==> src/rtl/fp_mem_agu.sv <==
module fp_mem_agu #(
  parameter logic [5:0] OP_LDW = 6'h20,
  parameter logic [5:0] OP_LDD = 6'h23,
  parameter logic [5:0] OP_STW = 6'h24,
  parameter logic [5:0] OP_STD = 6'h27
) (
  input  logic        clk,
  input  logic        rst_n,
  input  logic        req_valid,
  input  logic [31:0] instr,
  input  logic [31:0] rs1_val,
  input  logic [31:0] rs2_val,
  output logic        busy,
  output logic        mem_valid,
  input  logic        mem_ready,
  output logic [31:0] mem_addr,
  output logic        mem_we,
  output logic [4:0]  reg_idx,
  output logic        reg_wb,
  output logic        fault_align,
  output logic        fault_illegal
);

  typedef enum logic [1:0] {S_IDLE, S_FIRST, S_SECOND} state_t;

  state_t      state;
  logic [31:0] ea_q;
  logic [4:0]  rd_q;
  logic        st_q, dw_q;

  wire [5:0]  op      = instr[24:19];
  wire [4:0]  rd      = instr[29:25];
  wire [31:0] imm     = {{19{instr[12]}}, instr[12:0]};
  wire [31:0] ea      = rs1_val + (instr[13] ? imm : rs2_val);
  wire        op_ok   = (op == OP_LDW) || (op == OP_LDD) || (op == OP_STW) || (op == OP_STD);
  wire        op_dw   = (op == OP_LDD) || (op == OP_STD);
  wire        op_st   = (op == OP_STW) || (op == OP_STD);
  wire        misal   = op_dw ? (ea[2:0] != 3'd0) : (ea[1:0] != 2'd0);
  wire        take    = req_valid && (state == S_IDLE);
  wire        second  = (state == S_SECOND);

  assign busy      = (state != S_IDLE);
  assign mem_valid = busy;
  assign mem_addr  = second ? ea_q + 32'd4 : ea_q;
  assign mem_we    = busy && st_q;
  assign reg_idx   = second ? (rd_q | 5'd1) : rd_q;
  assign reg_wb    = mem_valid && mem_ready && !st_q;

  always_ff @(posedge clk) begin
    if (!rst_n) begin
      state         <= S_IDLE;
      ea_q          <= '0;
      rd_q          <= '0;
      st_q          <= 1'b0;
      dw_q          <= 1'b0;
      fault_align   <= 1'b0;
      fault_illegal <= 1'b0;
    end else begin
      fault_align   <= 1'b0;
      fault_illegal <= 1'b0;
      case (state)
        S_IDLE: if (take) begin
          if (!op_ok)                fault_illegal <= 1'b1;
          else if (misal)            fault_align   <= 1'b1;
          else if (op_dw && rd[0])   fault_illegal <= 1'b1;
          else begin
            ea_q  <= ea;
            rd_q  <= rd;
            st_q  <= op_st;
            dw_q  <= op_dw;
            state <= S_FIRST;
          end
        end
        S_FIRST:  if (mem_ready) state <= dw_q ? S_SECOND : S_IDLE;
        S_SECOND: if (mem_ready) state <= S_IDLE;
        default:  state <= S_IDLE;
      endcase
    end
  end

endmodule

==> config.mk <==
export PLATFORM = sky130hd
export DESIGN_NAME = fp_mem_agu
export DESIGN_NICKNAME = d
export VERILOG_FILES = /design/src/rtl/fp_mem_agu.sv
export SDC_FILE = /design/constraint.sdc
export NUM_CORES = 1
export LEC_CHECK = 0
export ABC_AREA = 1
export CELL_PAD_IN_SITES_DETAIL_PLACEMENT = 1
export CELL_PAD_IN_SITES_GLOBAL_PLACEMENT = 1
export CORE_MARGIN = 3
export CORE_UTILIZATION = 33
export DETAILED_ROUTE_END_ITERATION = 8
export PLACE_DENSITY = 0.89
export SETUP_SLACK_MARGIN = 0.5
export SLEW_MARGIN = 10
export SYNTH_ARGS = -nofsm -noshare
export SYNTH_HDL_FRONTEND = slang
export SYNTH_SLANG_ARGS = --single-unit
==> constraint.sdc <==
create_clock -name clk -period 3.8 [get_ports clk]
set_input_delay 0.76 -clock clk [delete_from_list [all_inputs] [get_ports clk]]
set_output_delay 0.76 -clock clk [all_outputs]
set_load 0.03 [all_outputs]
==> impl_results.md, run 1 <==
- TritonCTS buffer count: 5
- Clock network latency to the later pin of the worst-skew pair: 0.29 ns
- DRC violation count after routing: 0
- Number of iterations in the first detailed-routing pass: 4
- Hold Path Class: flop to flop
- Setup Viol. Count Final: 0
- Largest clock skew in the final design: 0.003634 ns
- Relative max-transition margin: around three fifths
- Fin area: 0.007038 mm²
- Die Footprint: around 0.017 mm²
- Via count of the first global-routing pass: just over 6000
- Area occupied by multi-input gates: about 0.0035 mm²
- Max-slew violation count: 0
- Largest stage delay on the critical path: ~0.68 ns
- Post-layout nets: roughly 1200
- Highest clock rate: approximately 310 MHz
- Hold Fails Final Rpt: 0
- Number of antenna violations at the first check in global routing: 0
- Portion of total power attributed to combinational logic: roughly 41%
- Mean post-synth cell area: 5.721 µm²
- Clock tree from TritonCTS: built
- Cell internal power dissipation: 1.043 mW
- Placed wire-length estimate: around 15000 µm
- Number of max-capacitance violations reported: 0
- Most repeated library cell on the critical path: sky130_fd_sc_hd__nor2_4
- Result of the run: completed
- Kind of launch point of the worst setup path: flop
- Setup repair after global routing missed its margin: false
- # rows: 45
- Clock tree root buffer cell: sky130_fd_sc_hd__clkbuf_16
- Final estimated routing congestion in global placement: between 0.8 and 0.9
- Chip height: 132.2 µm
- Routed Antenna Nets: 0
- H-tree Lvls: 2
- Number of flops mapped to enable cells by yosys: 0
- Leakage power summed over all cells: roughly 4 nW
- Worst-path fanout max: 5
- Global-route wire length before repair: between 20000 and 30000 µm
- Number of fillers in the final layout: 2092
- Kind of cell adding the most delay to the critical path: buffers and inverters
- Sequential fraction of design power: around 29%
- Antenna cells: 0
- Critical path type: flop to primary output
- WP data arrival: about 2.4 ns
- DR vias/cell: 4.653
- Tightest Pin Transition: 0.5726 ns
- Total nets after synthesis: between 1000 and 1500
- Non-filler instance count after layout: ~1300
- Iteration-0 DRC count of the detailed router: ~220
- Sequential element share of the synthesized area: between 10% and 20%
- Gr usage total: between 15 and 20%
- Slowest stage cell on the critical path: sky130_fd_sc_hd__clkdlybuf4s50_1
- Area after DPL: between 0.006 and 0.007 mm²
- Cells after Synth: 919
- NetSw: about 0.56 mW
- Data required time of the worst path: roughly 3.0 ns
- Residual overflow from global routing: 0
- Synth unique cells: 42
- Pin count of the biggest net entering global routing: 27
- Detailed-route wire length per cell: roughly 14 µm
- Clock-pin slew on the worst setup and hold paths: around 0.060 ns
- Synthesis-stage register bit count: 43
- Inst Count DP: approximately 1300
- Switching share of power: about a third
- CP Cell Sequence: inv_1, nor3_1, nand2_4, nor2_4, nand2_2, nor2_4, xor2_1, clkdlybuf4s50_1
- Total via count in the routed design: ~6000
- Min Tclk post-route: 3.177 ns
- CTS hold repair buffers: 0
- Post-Synthesis Cell Area: about 0.0053 mm²
- Number of synthesis warnings: 0
- Initial cell density of the core: ~34%
- Longest Clk Path Bufs: 2
- Peak supply drop: between 0.1 and 0.15 mV
- Asr flop ratio synth: 0%
- Num ports: about 140
- Total power divided by cell area: 228.2 mW/mm²
- Die Width: around 130 µm
- Ratio of final minimum period to clock period: between 80% and 90%
- Number of sinks on the clock net: 43
- Critical Path Sink Type: primary output
- Most used flip-flop cell after synthesis: sky130_fd_sc_hd__dfxtp_1
- Area taken by flip-flops and latches: roughly 860 µm²
- Final wirelength: about 17000 µm
- Fraction of final layout cells sized beyond drive strength 1: about 6.4%
- Post-synthesis to final-layout area growth: 33.86%
- Core Region: 0.01537 mm²
- Clk pwr share: between 20% and 30%
- Crit path buffers/inverters: 2
- PortBufs: about 140
==> cells in the mapped netlist (2+ instances only) <==
cell type	number	share of area, %
sky130_fd_sc_hd__nand2_1	283	20
sky130_fd_sc_hd__inv_1	194	14
sky130_fd_sc_hd__nor2_1	92	6.6
sky130_fd_sc_hd__nand3_1	60	5.7
sky130_fd_sc_hd__a21oi_1	43	4.1
sky130_fd_sc_hd__dfxtp_1	43	16
sky130_fd_sc_hd__o21ai_0	37	3.5
sky130_fd_sc_hd__ha_1	32	7.6
sky130_fd_sc_hd__xor2_1	23	3.8
sky130_fd_sc_hd__xnor2_1	19	3.2
sky130_fd_sc_hd__mux2_2	12	2.6
sky130_fd_sc_hd__buf_4	10	1.4
sky130_fd_sc_hd__nor3_1	8	0.76
sky130_fd_sc_hd__clkbuf_1	7	0.50
sky130_fd_sc_hd__nand4_1	7	0.83
sky130_fd_sc_hd__nand2_2	6	0.71
sky130_fd_sc_hd__nor2_4	5	1.1
sky130_fd_sc_hd__o21ai_1	4	0.38
sky130_fd_sc_hd__buf_6	3	0.64
sky130_fd_sc_hd__nand2_4	3	0.64
sky130_fd_sc_hd__nor2_8	3	1.1
sky130_fd_sc_hd__a21o_1	2	0.29
sky130_fd_sc_hd__nand3_4	2	0.67
sky130_fd_sc_hd__nor2_2	2	0.24
sky130_fd_sc_hd__or2_2	2	0.24
==> cell usage in the layout, fill, tap and decap left out, types with 3 or more instances in the layout <==
master / synthesis / routed
sky130_fd_sc_hd__dfxtp_1: 43 / 43
sky130_fd_sc_hd__clkdlybuf4s50_1: 0 / 124
sky130_fd_sc_hd__a21oi_1: 43 / 43
sky130_fd_sc_hd__nor2_4: 5 / 5
sky130_fd_sc_hd__buf_4: 10 / 15
sky130_fd_sc_hd__nand4_1: 7 / 7
sky130_fd_sc_hd__o21ai_0: 37 / 37
sky130_fd_sc_hd__dlymetal6s2s_1: 0 / 8
sky130_fd_sc_hd__nand3_1: 60 / 60
sky130_fd_sc_hd__nand2_4: 3 / 3
sky130_fd_sc_hd__o21ai_1: 4 / 4
sky130_fd_sc_hd__inv_1: 194 / 194
sky130_fd_sc_hd__nand2_2: 6 / 6
sky130_fd_sc_hd__nor3_1: 8 / 8
sky130_fd_sc_hd__nand2_1: 283 / 283
sky130_fd_sc_hd__nor2_1: 92 / 92
sky130_fd_sc_hd__xnor2_1: 19 / 18
sky130_fd_sc_hd__xor2_1: 23 / 23
sky130_fd_sc_hd__mux2_2: 12 / 12
sky130_fd_sc_hd__nor2_8: 3 / 3
sky130_fd_sc_hd__dlygate4sd2_1: 0 / 3
sky130_fd_sc_hd__ha_1: 32 / 32
sky130_fd_sc_hd__clkbuf_16: 0 / 5
==> path summary, 6_finish.rpt <==
kind	start	endpoint	slack (ns)	cells past startpoint
setup / recovery	ea_q[10]	mem_addr[23]	0.62	8
hold / removal	ea_q[0]	ea_q[0]	0.43	2
setup reg to reg	state[0]	ea_q[19]	2.01	10
hold reg to reg	ea_q[0]	ea_q[0]	0.43	2
==> metrics by stage <==
step	hold slack, ns	utilization (%)	setup WS [ns]	TNS [ns]	total power [mW]
final	0.4303	45.79	0.6230	0	1.606
after global routing	0.4588	45.79	0.5065	0	1.719
after CTS	0.4357	45.66	0.5064	0	1.617
after detailed placement	0.4274	44.41	-0.04719	-0.2094	1.128
after global placement	0.4220	44.41	0.04502	0	1.108
after floorplan	0.4155	-	0.6119	0	0.8809
==> cell type report <==
cell class                      instances  share of cell area (%)
Timing Repair Buffer                  151                   21.19
Clock inverter                          1                  0.4267
Inverter                              198                   10.67
Sequential cell                        43                   12.23
Multi-Input combinational cell        656                   49.90
Clock buffer                            6                   1.831
Tap cell                              211                   3.751
==> worst register-to-register path: stages, from the launching register on <==
cell and delay [ns]:
sky130_fd_sc_hd__dfxtp_1 0.34, sky130_fd_sc_hd__nor2_2 0.18, sky130_fd_sc_hd__inv_1 0.10, sky130_fd_sc_hd__nor2_1 0.23, sky130_fd_sc_hd__nand2_2 0.14, sky130_fd_sc_hd__nor2_8 0.18, sky130_fd_sc_hd__buf_4 0.17, sky130_fd_sc_hd__inv_4 0.09
sky130_fd_sc_hd__a21oi_1 0.16, sky130_fd_sc_hd__nand2_1 0.09, sky130_fd_sc_hd__inv_1 0.06
==> layer usage <==
layer  part of all wire, %  GRT usage, %
met1                    46         24.20
met2                    49         36.06
met3                   3.5         2.405
met4                  0.99         3.753
met5                     0             0
==> logic make-up (layout without fill, tap and decap cells) <==
kind of cell	Yosys count	count (layout)	synth area share [%]
AND/OR/NAND/NOR	480	480	40.17
flip-flops	43	43	16.37
multiplexers	12	12	2.570
XOR/XNOR	43	43	7.306
buffers and inverters	220	356	17.02
AO/OA/AOI/OAI	88	88	8.568
adder cells (fa/ha/maj)	33	33	7.996
==> power groups by stage <==
stage               clock network [mW]  registers [mW]  logic [mW]
floorplan                            0           0.471       0.410
global placement                     0           0.471       0.637
detailed placement                   0           0.471       0.657
CTS                              0.490           0.461       0.667
global route                     0.507           0.462       0.750
finish                           0.479           0.461       0.666
==> state kept, by name (all words and copies together) (netlist names) <==
register and cells:
rd_q 5, fault_align 1, ea_q 32, state 2, fault_illegal 1, st_q 1, dw_q 1
==> timing repair <==
| item | in CTS | in global routing |
|---|---|---|
| buffers inserted | 3 | 0 |
| resized for setup | 8 | 8 |
| endpoints found under the setup margin | 40 | 8 |
| pin swaps | 2 | 0 |
(Power assumes the default switching activity.)
==> inputs of run 2 (changes only) <==
==> constraint.sdc (replaced) <==
create_clock -name clk -period 3.2 [get_ports clk]
set_input_delay 0.64 -clock clk [delete_from_list [all_inputs] [get_ports clk]]
set_output_delay 0.64 -clock clk [all_outputs]
set_load 0.03 [all_outputs]
==> run 2 against run 1 <==
Non-clock buffer count increased by 75; clock power increased by 9.0%; sequential power increased by 19%; global-route usage increased by 3.5 points; first-iteration DRC count increased by 50%; register-to-register slack got worse by 0.69 ns; utilization increased by 7.9 points; clock skew about the same; critical path type is now input port to flop; highest routed layer unchanged.
==> impl_results.md, run 2 (synthesis gave the netlist of run 1 again) <==
- Result of the run: completed
- Tightest Pin Transition: 0.6695 ns
- Critical Path Sink Type: flop
- PortBufs: between 100 and 150
- Num ports: between 100 and 150
- Total power divided by cell area: 253.5 mW/mm²
- Setup repair after global routing missed its margin: true
- Total via count in the routed design: about 6600
- Pin count of the biggest net entering global routing: 26
- Detailed-route wire length per cell: 16.92 µm
- Number of antenna violations at the first check in global routing: 0
- Residual overflow from global routing: 0
- Final wirelength: around 23000 µm
- Die Width: 132.2 µm
- Clock-pin slew on the worst setup and hold paths: about 0.060 ns
- Hold Fails Final Rpt: 0
- TritonCTS buffer count: 5
- Highest clock rate: 355.3 MHz
- Placed wire-length estimate: between 15000 and 20000 µm
- Min-Delay Path Depth: 2
- Number of max-capacitance violations reported: 0
- Routed Antenna Nets: 0
- DR vias/cell: just under 5
- Largest clock skew in the final design: around 0.0040 ns
- CTS hold repair buffers: 0
- Non-filler instance count after layout: between 1000 and 1500
- Longest Clk Path Bufs: 2
- Chip height: about 130 µm
- Setup WS pre-CTS: -0.4057 ns
- Top library cells by usage in the layout, fill and taps aside: sky130_fd_sc_hd__nand2_1 (261), sky130_fd_sc_hd__inv_1 (189), sky130_fd_sc_hd__clkdlybuf4s50_1 (102), sky130_fd_sc_hd__nor2_1 (76), sky130_fd_sc_hd__buf_4 (75)
- Min Tclk post-route: around 2.8 ns
- WP data arrival: approximately 3 ns
- Final estimated routing congestion in global placement: slightly below 0.9
- Gr usage total: between 20 and 25%
- Iteration-0 DRC count of the detailed router: 327
- Worst Setup Slack, final: 0.3857 ns
- Clock network latency to the later pin of the worst-skew pair: around 0.3 ns
- Top flop regs: ea_q: 32 flops, rd_q: 5 flops, state: 2 flops
- Clock tree root buffer cell: sky130_fd_sc_hd__clkbuf_16
- Hold Path Class: flop to flop
- Post-synthesis to final-layout area growth: 56.88%
- Max-slew violation count: 0
- Peak supply drop: between 0.15 and 0.2 mV
- Ratio of final minimum period to clock period: 87.95%
- Register name with the most flops: ea_q
- Largest register FFs: 32
- Antenna cells: 0
- Core Region: about 0.015 mm²
- Data required time of the worst path: 3.40 ns
- Post-layout nets: approximately 1300
- Relative max-transition margin: a little under three fifths
- Kind of launch point of the worst setup path: input port
- Number of iterations in the first detailed-routing pass: 5
- Clock tree from TritonCTS: built
- Number of sinks on the clock net: 43
- Die Footprint: 0.01748 mm²
- Initial cell density of the core: between 30% and 40%
- Worst-path fanout max: 8
- Via count of the first global-routing pass: ~6900
- Critical path type: input port to flop
- Leakage power summed over all cells: roughly 4.5 nW
- Worst R2R Path Depth: 11
- Global-route wire length before repair: 33120 µm
- Fraction of final layout cells sized beyond drive strength 1: approximately 22%
- Number of fillers in the final layout: a little over 2000
- H-tree Lvls: 2
- Inst Count DP: between 1000 and 1500
- Setup Viol. Count Final: 0
- DRC violation count after routing: 0
- # rows: 45
- Leading cell type in the layout, fill and taps excluded: sky130_fd_sc_hd__nand2_1
[run 2: cell count changes in the layout (fill, tap and decap cells not counted), moves of 8 or more]
cell                              previous run  this run
sky130_fd_sc_hd__nor2_4                      5        13
sky130_fd_sc_hd__dlygate4sd2_1               3        11
sky130_fd_sc_hd__a21oi_2                     0        11
sky130_fd_sc_hd__nand3_1                    60        47
sky130_fd_sc_hd__nor2_2                      2        10
sky130_fd_sc_hd__nand2_1                   283       261
sky130_fd_sc_hd__buf_12                      0        12
sky130_fd_sc_hd__nand2_2                     6        22
sky130_fd_sc_hd__clkdlybuf4s50_1           124       102
sky130_fd_sc_hd__nor2_1                     92        76
sky130_fd_sc_hd__a21oi_1                    43        31
sky130_fd_sc_hd__buf_4                      15        75
sky130_fd_sc_hd__o21ai_0                    37        28
[run 2: power by group]
group | switching, mW | leakage, nW | internal [mW] | total [mW]
Sequential | 0.00772 | 0.351 | 0.539 | 0.547
Combinational | 0.562 | 4.06 | 0.460 | 1.02
Clock | 0.233 | 0.0669 | 0.289 | 0.522
Total | 0.803 | 4.48 | 1.29 | 2.09
[run 2: worst max-delay path, cell delays in order]
cell                      delay, ns
sky130_fd_sc_hd__buf_12        0.11
sky130_fd_sc_hd__mux2_4        0.30
sky130_fd_sc_hd__ha_4          0.18
sky130_fd_sc_hd__fa_2          0.44
sky130_fd_sc_hd__xnor2_4       0.20
sky130_fd_sc_hd__nor2_2        0.06
sky130_fd_sc_hd__nor2_2        0.14
sky130_fd_sc_hd__nand2_2       0.11
sky130_fd_sc_hd__nor2_8        0.19
sky130_fd_sc_hd__buf_12        0.15
sky130_fd_sc_hd__buf_12        0.11
sky130_fd_sc_hd__buf_16        0.13
sky130_fd_sc_hd__nand3_1       0.11
sky130_fd_sc_hd__nand2_1       0.10
sky130_fd_sc_hd__inv_1         0.04
[run 2: layout make-up]
| type | count | area [µm²] | area share, % |
|---|---|---|---|
| clock buffer | 6 | 128.9 | 1.563 |
| clock inverter | 2 | 12.51 | 0.1517 |
| inverter | 198 | 758.2 | 9.193 |
| multi-input combinational | 656 | 3970 | 48.13 |
| sequential | 43 | 877.1 | 10.63 |
| tap | 211 | 264.0 | 3.201 |
| timing repair buffer | 226 | 2237 | 27.12 |
[run 2: per-stage QoR]
| step | utilization, % | area [µm²] | hold slack (ns) | TNS [ns] | power, mW |
|---|---|---|---|---|---|
| after detailed placement | 46.94 | 7216 | 0.4401 | -11.65 | 1.455 |
| final | 53.66 | 8248 | 0.4413 | 0 | 2.091 |
| after floorplan | - | 5305 | 0.4155 | 0 | 1.054 |
| after global routing | 53.66 | 8248 | 0.4754 | 0 | 2.215 |
| after global placement | 46.94 | 7216 | 0.4206 | -6.666 | 1.420 |
| after CTS | 50.41 | 7749 | 0.4485 | 0 | 1.994 |
[run 2: final timing paths]
check                           startpoint  endpoint  slack [ns]
worst min register to register     ea_q[1]   ea_q[1]        0.44
worst max register to register    state[0]  ea_q[28]        1.32
worst max-delay path             instr[13]  ea_q[28]        0.39
worst min-delay path               ea_q[1]   ea_q[1]        0.44
[run 2: repair_timing]
item	in CTS	in global routing
pin swaps	18	45
endpoints found under the setup margin	66	59
setup buffers	19	13
gates resized for setup	119	141
cloned	3	1
[run 2: per-layer routing]
| metal | global-route usage (%) | routed length [µm] | up-vias |
|---|---|---|---|
| met3 | 3.244 | 1019 | 51 |
| met2 | 44.27 | 11990 | 202 |
| met1 | 25.99 | 9063 | 3142 |
| met5 | 0 | 0 | - |
| li1 | - | - | 3214 |
| met4 | 6.813 | 632 | 0 |
